<file path="src/rtl/xq_pkg.sv">
package xq_pkg;

    // register offsets
    localparam logic [7:0] OFF_CTRL   = 8'h00;
    localparam logic [7:0] OFF_CMD    = 8'h04;
    localparam logic [7:0] OFF_RESP   = 8'h08;
    localparam logic [7:0] OFF_DATA   = 8'h0C;
    localparam logic [7:0] OFF_THLD   = 8'h10;
    localparam logic [7:0] OFF_LEVEL  = 8'h14;
    localparam logic [7:0] OFF_DLEVEL = 8'h18;
    localparam logic [7:0] OFF_RESET  = 8'h1C;
    localparam logic [7:0] OFF_STATUS = 8'h20;

    // word attribute codes in bits [2:0]
    localparam logic [2:0] ATTR_CMD   = 3'd0;
    localparam logic [2:0] ATTR_XFER  = 3'd1;
    localparam logic [2:0] ATTR_SHORT = 3'd2;
    localparam logic [2:0] ATTR_ASSGN = 3'd3;

    localparam int CTRL_EN_BIT     = 31;
    localparam int CTRL_RESUME_BIT = 30;
    localparam int CMD_ROC_BIT     = 26;
    localparam int CMD_TID_LSB     = 3;

    localparam logic [3:0] ERR_NONE = 4'd0;

    // reset register bit positions
    localparam int RB_SOFT = 0;
    localparam int RB_CMD  = 1;
    localparam int RB_RESP = 2;
    localparam int RB_TX   = 3;
    localparam int RB_RX   = 4;
    localparam int RB_W    = 6;

    typedef enum logic {
        IS_IDLE = 1'b0,
        IS_BUSY = 1'b1
    } iss_st_e;

    typedef struct packed {
        logic [31:0] cmd;
        logic [31:0] arg;
    } xq_desc_t;

endpackage

</file>
<file path="src/rtl/xq_fifo.sv">
module xq_fifo #(
    parameter int W     = 32,
    parameter int DEPTH = 4,
    localparam int AW   = (DEPTH > 1) ? $clog2(DEPTH) : 1,
    localparam int LW   = $clog2(DEPTH + 1)
) (
    input  logic          clk,
    input  logic          rst_n,
    input  logic          clr,
    input  logic          push,
    input  logic [W-1:0]  wdata,
    input  logic          pop,
    output logic [W-1:0]  head,
    output logic [LW-1:0] level,
    output logic          full,
    output logic          empty
);

    typedef struct packed {
        logic [AW-1:0] rd;
        logic [AW-1:0] wr;
        logic [LW-1:0] lvl;
    } fifo_t;

    fifo_t q, d;
    logic [W-1:0] mem [DEPTH];
    logic do_push, do_pop;

    function automatic logic [AW-1:0] wrap_inc(input logic [AW-1:0] p);
        return (p == AW'(DEPTH - 1)) ? '0 : p + AW'(1);
    endfunction

    always_comb begin
        d       = q;
        do_pop  = pop && (q.lvl != '0);
        do_push = push && ((q.lvl != LW'(DEPTH)) || do_pop);
        if (clr) begin
            do_pop  = 1'b0;
            do_push = 1'b0;
            d       = '0;
        end else begin
            if (do_pop)  d.rd = wrap_inc(q.rd);
            if (do_push) d.wr = wrap_inc(q.wr);
            d.lvl = q.lvl + LW'(do_push) - LW'(do_pop);
        end
    end

    always_ff @(posedge clk or negedge rst_n) begin
        if (!rst_n) q <= '0;
        else        q <= d;
    end

    always_ff @(posedge clk) begin
        if (do_push) mem[q.wr] <= wdata;
    end

    assign head  = mem[q.rd];
    assign level = q.lvl;
    assign full  = (q.lvl == LW'(DEPTH));
    assign empty = (q.lvl == '0);

endmodule

</file>
<file path="src/rtl/xq_issue.sv">
module xq_issue
    import xq_pkg::*;
(
    input  logic        clk,
    input  logic        rst_n,
    input  logic        clr,
    input  logic        go,
    input  logic [31:0] head_arg,
    input  logic [31:0] head_cmd,
    input  logic        eng_done,
    input  logic [3:0]  eng_err,
    input  logic [15:0] eng_len,
    output logic        pop,
    output logic        eng_start,
    output logic [31:0] eng_arg,
    output logic [31:0] eng_cmd,
    output logic        resp_push,
    output logic [31:0] resp_word,
    output logic        fault
);

    typedef struct packed {
        iss_st_e     st;
        logic        start;
        logic [31:0] arg;
        logic [31:0] cmd;
    } iss_t;

    iss_t q, d;

    always_comb begin
        d         = q;
        d.start   = 1'b0;
        pop       = 1'b0;
        resp_push = 1'b0;
        fault     = 1'b0;
        case (q.st)
            IS_IDLE: begin
                if (go) begin
                    pop     = 1'b1;
                    d.start = 1'b1;
                    d.arg   = head_arg;
                    d.cmd   = head_cmd;
                    d.st    = IS_BUSY;
                end
            end
            IS_BUSY: begin
                if (eng_done) begin
                    d.st      = IS_IDLE;
                    resp_push = q.cmd[CMD_ROC_BIT];
                    fault     = (eng_err != ERR_NONE);
                end
            end
            default: d.st = IS_IDLE;
        endcase
        if (clr) begin
            d.st      = IS_IDLE;
            d.start   = 1'b0;
            pop       = 1'b0;
            resp_push = 1'b0;
            fault     = 1'b0;
        end
    end

    always_ff @(posedge clk or negedge rst_n) begin
        if (!rst_n) q <= '{st: IS_IDLE, start: 1'b0, arg: '0, cmd: '0};
        else        q <= d;
    end

    assign eng_start = q.start;
    assign eng_arg   = q.arg;
    assign eng_cmd   = q.cmd;
    assign resp_word = {eng_err, q.cmd[CMD_TID_LSB +: 4], 8'h00, eng_len};

endmodule

</file>
<file path="src/rtl/xq_front.sv">
module xq_front
    import xq_pkg::*;
#(
    parameter int CMD_DEPTH  = 4,
    parameter int RESP_DEPTH = 4,
    parameter int DATA_DEPTH = 8
) (
    input  logic        clk,
    input  logic        rst_n,
    input  logic        reg_wr,
    input  logic        reg_rd,
    input  logic [7:0]  reg_addr,
    input  logic [31:0] reg_wdata,
    output logic [31:0] reg_rdata,
    output logic        resp_ready,
    output logic        eng_start,
    output logic [31:0] eng_arg,
    output logic [31:0] eng_cmd,
    input  logic        eng_done,
    input  logic [3:0]  eng_err,
    input  logic [15:0] eng_len,
    input  logic        eng_tx_take,
    input  logic        eng_rx_put
);

    localparam int CLW = $clog2(CMD_DEPTH + 1);
    localparam int RLW = $clog2(RESP_DEPTH + 1);
    localparam int DLW = $clog2(DATA_DEPTH + 1);

    typedef struct packed {
        logic            en;
        logic            halted;
        logic            arg_vld;
        logic [31:0]     arg;
        logic [7:0]      thld;
        logic [RB_W-1:0] rst;
        logic [DLW-1:0]  tx;
        logic [DLW-1:0]  rx;
    } regs_t;

    regs_t q, d;

    // register decode
    logic wr_ctrl, wr_cmd, wr_data, wr_thld, wr_rst, rd_resp, rd_data;
    logic [2:0] attr;
    logic is_arg, is_cmd;

    assign wr_ctrl = reg_wr && (reg_addr == OFF_CTRL);
    assign wr_cmd  = reg_wr && (reg_addr == OFF_CMD);
    assign wr_data = reg_wr && (reg_addr == OFF_DATA);
    assign wr_thld = reg_wr && (reg_addr == OFF_THLD);
    assign wr_rst  = reg_wr && (reg_addr == OFF_RESET);
    assign rd_resp = reg_rd && (reg_addr == OFF_RESP);
    assign rd_data = reg_rd && (reg_addr == OFF_DATA);

    assign attr   = reg_wdata[2:0];
    assign is_arg = (attr == ATTR_XFER) || (attr == ATTR_SHORT);
    assign is_cmd = (attr == ATTR_CMD) || (attr == ATTR_ASSGN);

    // queue clears from pending reset bits
    logic clr_cmd, clr_resp, clr_tx, clr_rx, clr_soft;
    assign clr_soft = q.rst[RB_SOFT];
    assign clr_cmd  = clr_soft || q.rst[RB_CMD];
    assign clr_resp = clr_soft || q.rst[RB_RESP];
    assign clr_tx   = clr_soft || q.rst[RB_TX];
    assign clr_rx   = clr_soft || q.rst[RB_RX];

    // command queue
    xq_desc_t        cmd_in, cmd_head;
    logic            cmd_push, cmd_pop, cmd_full, cmd_empty;
    logic [CLW-1:0]  cmd_lvl;

    assign cmd_in   = '{cmd: reg_wdata, arg: q.arg};
    assign cmd_push = wr_cmd && is_cmd && q.arg_vld;

    xq_fifo #(.W($bits(xq_desc_t)), .DEPTH(CMD_DEPTH)) i_cmdq (
        .clk   (clk),
        .rst_n (rst_n),
        .clr   (clr_cmd),
        .push  (cmd_push),
        .wdata (cmd_in),
        .pop   (cmd_pop),
        .head  (cmd_head),
        .level (cmd_lvl),
        .full  (cmd_full),
        .empty (cmd_empty)
    );

    // response queue
    logic [31:0]    resp_word, resp_head;
    logic           resp_push, resp_pop, resp_full, resp_empty;
    logic [RLW-1:0] resp_lvl;

    assign resp_pop = rd_resp && !resp_empty;

    xq_fifo #(.W(32), .DEPTH(RESP_DEPTH)) i_respq (
        .clk   (clk),
        .rst_n (rst_n),
        .clr   (clr_resp),
        .push  (resp_push),
        .wdata (resp_word),
        .pop   (resp_pop),
        .head  (resp_head),
        .level (resp_lvl),
        .full  (resp_full),
        .empty (resp_empty)
    );

    // issue sequencer
    logic go, fault;
    assign go = q.en && !q.halted && !cmd_empty && !resp_full && (q.rst == '0);

    xq_issue i_issue (
        .clk       (clk),
        .rst_n     (rst_n),
        .clr       (clr_soft),
        .go        (go),
        .head_arg  (cmd_head.arg),
        .head_cmd  (cmd_head.cmd),
        .eng_done  (eng_done),
        .eng_err   (eng_err),
        .eng_len   (eng_len),
        .pop       (cmd_pop),
        .eng_start (eng_start),
        .eng_arg   (eng_arg),
        .eng_cmd   (eng_cmd),
        .resp_push (resp_push),
        .resp_word (resp_word),
        .fault     (fault)
    );

    // next-state logic
    logic tx_inc, tx_dec, rx_inc, rx_dec;
    assign tx_inc = wr_data && (q.tx < DLW'(DATA_DEPTH));
    assign tx_dec = eng_tx_take && (q.tx != '0);
    assign rx_inc = eng_rx_put && (q.rx < DLW'(DATA_DEPTH));
    assign rx_dec = rd_data && (q.rx != '0);

    always_comb begin
        d = q;
        if (wr_ctrl) begin
            d.en = reg_wdata[CTRL_EN_BIT];
            if (reg_wdata[CTRL_RESUME_BIT]) d.halted = 1'b0;
        end
        if (fault) d.halted = 1'b1;
        if (wr_thld) d.thld = reg_wdata[15:8];
        if (wr_cmd && is_arg) begin
            d.arg     = reg_wdata;
            d.arg_vld = 1'b1;
        end else if (wr_cmd && is_cmd) begin
            d.arg_vld = 1'b0;
        end
        if (q.rst != '0)  d.rst = '0;
        else if (wr_rst)  d.rst = reg_wdata[RB_W-1:0];
        d.tx = q.tx + DLW'(tx_inc) - DLW'(tx_dec);
        d.rx = q.rx + DLW'(rx_inc) - DLW'(rx_dec);
        if (clr_tx) d.tx = '0;
        if (clr_rx) d.rx = '0;
        if (clr_soft) begin
            d.halted  = 1'b0;
            d.arg_vld = 1'b0;
        end
    end

    always_ff @(posedge clk or negedge rst_n) begin
        if (!rst_n) q <= '0;
        else        q <= d;
    end

    assign resp_ready = ({1'b0, 8'(resp_lvl)} > {1'b0, q.thld});

    always_comb begin
        case (reg_addr)
            OFF_CTRL:   reg_rdata = {q.en, 31'b0};
            OFF_RESP:   reg_rdata = resp_empty ? 32'h0 : resp_head;
            OFF_THLD:   reg_rdata = {16'h0, q.thld, 8'h00};
            OFF_LEVEL:  reg_rdata = {16'h0, 8'(resp_lvl), 8'(CMD_DEPTH) - 8'(cmd_lvl)};
            OFF_DLEVEL: reg_rdata = {16'h0, 8'(q.rx), 8'(q.tx)};
            OFF_RESET:  reg_rdata = {{(32 - RB_W){1'b0}}, q.rst};
            OFF_STATUS: reg_rdata = {30'h0, q.halted, resp_ready};
            default:    reg_rdata = 32'h0;
        endcase
    end

    // observation points for the bound checker
    logic            halted_now;
    logic [RB_W-1:0] rst_pend;
    logic [DLW-1:0]  tx_cnt;
    assign halted_now = q.halted;
    assign rst_pend   = q.rst;
    assign tx_cnt     = q.tx;

endmodule

</file>
<file path="config.mk">
export PLATFORM = sky130hd
export DESIGN_NAME = xq_front
export DESIGN_NICKNAME = d
export VERILOG_FILES = /design/src/rtl/xq_pkg.sv /design/src/rtl/xq_fifo.sv /design/src/rtl/xq_issue.sv /design/src/rtl/xq_front.sv
export SDC_FILE = /design/constraint.sdc
export NUM_CORES = 1
export LEC_CHECK = 0
export ABC_AREA = 0
export ABC_CLOCK_PERIOD_IN_PS = 10830
export BUFFER_PORTS_ARGS = -buffer_cell sky130_fd_sc_hd__buf_2
export CORE_UTILIZATION = 64
export DETAILED_ROUTE_END_ITERATION = 8
export GPL_TIMING_DRIVEN = 0
export PLACE_DENSITY_LB_ADDON = 0.12
export SYNTH_ARGS = -nofsm -noshare
export SYNTH_HDL_FRONTEND = slang
export SYNTH_SLANG_ARGS = --single-unit
</file>
<file path="constraint.sdc">
create_clock -name clk -period 10.83 [get_ports clk]
set_input_delay 3.249 -clock clk [delete_from_list [all_inputs] [get_ports clk]]
set_output_delay 3.249 -clock clk [all_outputs]
set_load 0.02 [all_outputs]
</file>
==> flow_metrics.env <==
export IMPL_multi_input_area_mm2=0.00487
export IMPL_synth_area_leaders="edfxtp_1, dfrtp_1, mux4_2"
export IMPL_synthSimpleGateAreaFrac_pct=3.49
export IMPL_dpl_hpwl_mm=24.5
export IMPL_place_gp_congestion=0.880
export IMPL_max_cap_viol_count=0
export IMPL_slowest_delay_ns=0.92
export IMPL_postRouteAntennaNets=0
export IMPL_synth_commonest_cells="edfxtp_1, dfrtp_1, mux2_2"
export IMPL_post_synth_top_count_cell="edfxtp_1"
export IMPL_synth_top_family_by_area="multiplexers"
export IMPL_vdd_drop_max_mv=0.149
export IMPL_wl_per_cell_um=22.7
export IMPL_required_ns=7.58
export IMPL_seq_area_frac_synth_pct=71.3
export IMPL_synth_area_per_cell_um2=18.8
export IMPL_crit_type="in -> out"
export IMPL_final_layout_size_suffix_gt1_share_pct=39.8
export IMPL_synth_xor_area_share_pct=0.357
export IMPL_worst_slack_ns=1.65
export IMPL_async_flop_share_pct=28.0
export IMPL_die_h_um=177
export IMPL_synth_edff_count=352
export IMPL_synth_fa_ha_area_share_pct=2.38
export IMPL_finalNetCount=1367
export IMPL_area_sequential_mm2=0.0140
export IMPL_grt_max_degree=73
export IMPL_grt_pass1_vias=10400
export IMPL_num_rows=63
export IMPL_placed_cells_incl_taps=1605
export IMPL_tns_ns=0
export IMPL_synth_flop_cell="edfxtp_1"
export IMPL_worst_pin_slew_ns=1.37
export IMPL_vias_per_cell=5.92
export IMPL_r2r_slack_ns=7.36
export IMPL_place_area_mm2=0.0211
export IMPL_cts_resized=0
export IMPL_ctsHoldBuffers=0
export IMPL_crit_arrival_ns=5.93
export IMPL_grt_antenna_before_repair=2
export IMPL_fmax_mhz=109
export IMPL_grt_usage_pct=25.7
export IMPL_insertion_delay_ns=0.56
export IMPL_start_kind="input port"
export IMPL_drt_total_wl_mm=38.5
export IMPL_worstPathCellList="buf_2, nor4b_1, and3_1, clkbuf_1, clkbuf_1, a21oi_1, o21ai_0, buf_2"
export IMPL_synth_area_mux_share_pct=16.2
export IMPL_cts_buffers=47
export IMPL_cp_startpoint="reg_addr[1]"
export IMPL_drc=0
export IMPL_fin_crit_sh_pct=84.8
export IMPL_path_clk_slew_ns=0.06
export IMPL_io_pins=165
export IMPL_hp_class="reg -> reg"
export IMPL_final_cells=1695
export IMPL_power_mw=3.82
export IMPL_cts_sinks=489
export IMPL_tritoncts="yes"
export IMPL_synth_area_leader_cell="edfxtp_1"
export IMPL_end_kind="output pin"
export IMPL_area_growth_pct=15.5
export IMPL_dp_slack_ns=1.70
export IMPL_grt_setup_unrepaired="no"
export IMPL_endpoint="reg_rdata[3]"
export IMPL_yosys_area_top_type_share_pct=53.8
export IMPL_crit_buf_inv=4
export IMPL_synth_compound_area_share_pct=2.06
export IMPL_cp_num_cells=8
export IMPL_slew_viol_final=0
export IMPL_synth_warnings=0
export IMPL_relSlewSlack_pct=8.49
export IMPL_dr_total_vias=10000
export IMPL_p_leak_nw=9.21
export IMPL_grt_ovfl_total=0
export IMPL_power_density_mw_per_mm2=169
export IMPL_fp_dieArea_mm2=0.0314
export IMPL_critPathTopFamily="simple AND/OR/NAND/NOR gates"
export IMPL_worstPathMaxFanout=10
export IMPL_post_route_cell_area_mm2=0.0227
export IMPL_core_area_mm2=0.0299
export IMPL_synth_distinct_cells=58
export IMPL_htreeDepth=2
export IMPL_cts_root_buffer="clkbuf_16"
export IMPL_synth_seq_cells=489
export IMPL_syn_inst=1046
export IMPL_rr_endpoint="i_cmdq.mem[3][50]"
export IMPL_r2r_start="i_cmdq.level[0]"
export IMPL_cp_slowest_cell="nor4b_1"
export IMPL_setup_viol=0
export IMPL_post_cts_buffers=0
export IMPL_cts_buffer_depth=3
export IMPL_firstDrtPassIters=5
export IMPL_ff2ff_path_depth=8
export IMPL_status="finished, final reports clean"
export IMPL_start_util_pct=65.7
export IMPL_fill_cells=1706
export IMPL_netlist_area_mm2=0.0196
export IMPL_drt_iter0_markers=915
export IMPL_fp_dieW_um=177
export IMPL_hold_viol_final=0
export IMPL_grt_first_pass_wirelength_mm=59.5
export IMPL_io_buffer_count=156
export IMPL_finClkSkew_ns=0.0157
export IMPL_finalCriticalPeriod_ns=9.18
per-layer routing:
layer  routed length (um)  vias up  GRT usage [%]
met5                   11        -              0
met4                 1050        2           8.23
met3                 2180       69           4.17
met2                19500      341           42.7
met1                15800     5185           35.3
li1                     -     4433              -
report_power, final:
| group | internal, mW | switching, mW |
|---|---|---|
| logic | 0.0781 | 0.0976 |
| clock network | 0.939 | 0.664 |
| registers | 2.03 | 0.0178 |
| total | 3.04 | 0.780 |
placed cells by master (no fill, tap or decap), types with 15 or more instances in the layout:
cell / n
edfxtp_1: 352
clkbuf_1: 35
dfrtp_1: 137
clkbuf_16: 48
nor2_1: 16
mux2_2: 103
ha_1: 31
nand2_1: 15
mux4_2: 88
buf_4: 73
inv_1: 30
buf_2: 164
and2_1: 18
cell families (layout without fill, tap and decap cells):
group	Yosys count	in the layout
flops	489	489
simple gates	116	116
mux	195	195
compound gates	59	59
buf+inv	143	394
xor+xnor	8	8
fa+ha+maj	35	35
other cells	1	9
final cells by class:
cell class,count,area share [%]
inverter,30,0.497
sequential,489,61.7
tap,390,2.15
timing repair buffer,163,4.20
multi-input combinational,421,21.5
clock inverter,18,0.795
buffer,113,3.15
clock buffer,70,5.97
antenna,1,0.0110
worst reg2reg max path: cells and delay by family, from the launching register on:
family	cells	cell delay, ns
adders and majority gates	2	0.43
and+or+nand+nor	3	1.48
DFF	1	0.36
buffers and inverters	2	0.40
AOI/OAI and AO/OA	1	0.45
how the worst min path moves through the flow:
| stage | start | endpoint | slack, ns | cells past startpoint |
|---|---|---|---|---|
| CTS | i_issue.eng_arg[28] | i_issue.eng_arg[28] | 0.51 | 1 |
| detailed placement | q[16] | q[16] | 0.49 | 1 |
| floorplan | cmd_in[2] | i_cmdq.mem[0][2] | 0.47 | 0 |
| global route | i_issue.eng_arg[16] | i_issue.eng_arg[16] | 0.52 | 1 |
| global placement | cmd_in[28] | i_cmdq.mem[1][28] | 0.48 | 0 |
| finish | i_issue.eng_arg[25] | i_issue.eng_arg[25] | 0.50 | 1 |
state kept, by name, indices dropped and copies added (netlist names):
signal,count
tx_cnt,4
halted_now,1
i_respq.level,3
i_respq.q,4
i_issue.eng_cmd,32
q,14
i_cmdq.q,4
i_cmdq.level,3
i_issue.eng_arg,32
i_issue.eng_start,1
i_respq.mem,96
i_cmdq.mem,256
i_issue.q,1
cmd_in,32
rst_pend,6
per-stage QoR:
step | util [%] | hold slack [ns]
5_1_grt | 75.9 | 0.522
4_1_cts | 75.8 | 0.507
6_report | 75.9 | 0.505
3_3_place_gp | 70.1 | 0.484
2_1_floorplan | - | 0.468
3_5_place_dp | 70.6 | 0.492
No activity file was read; power rests on OpenSTA's default activity.
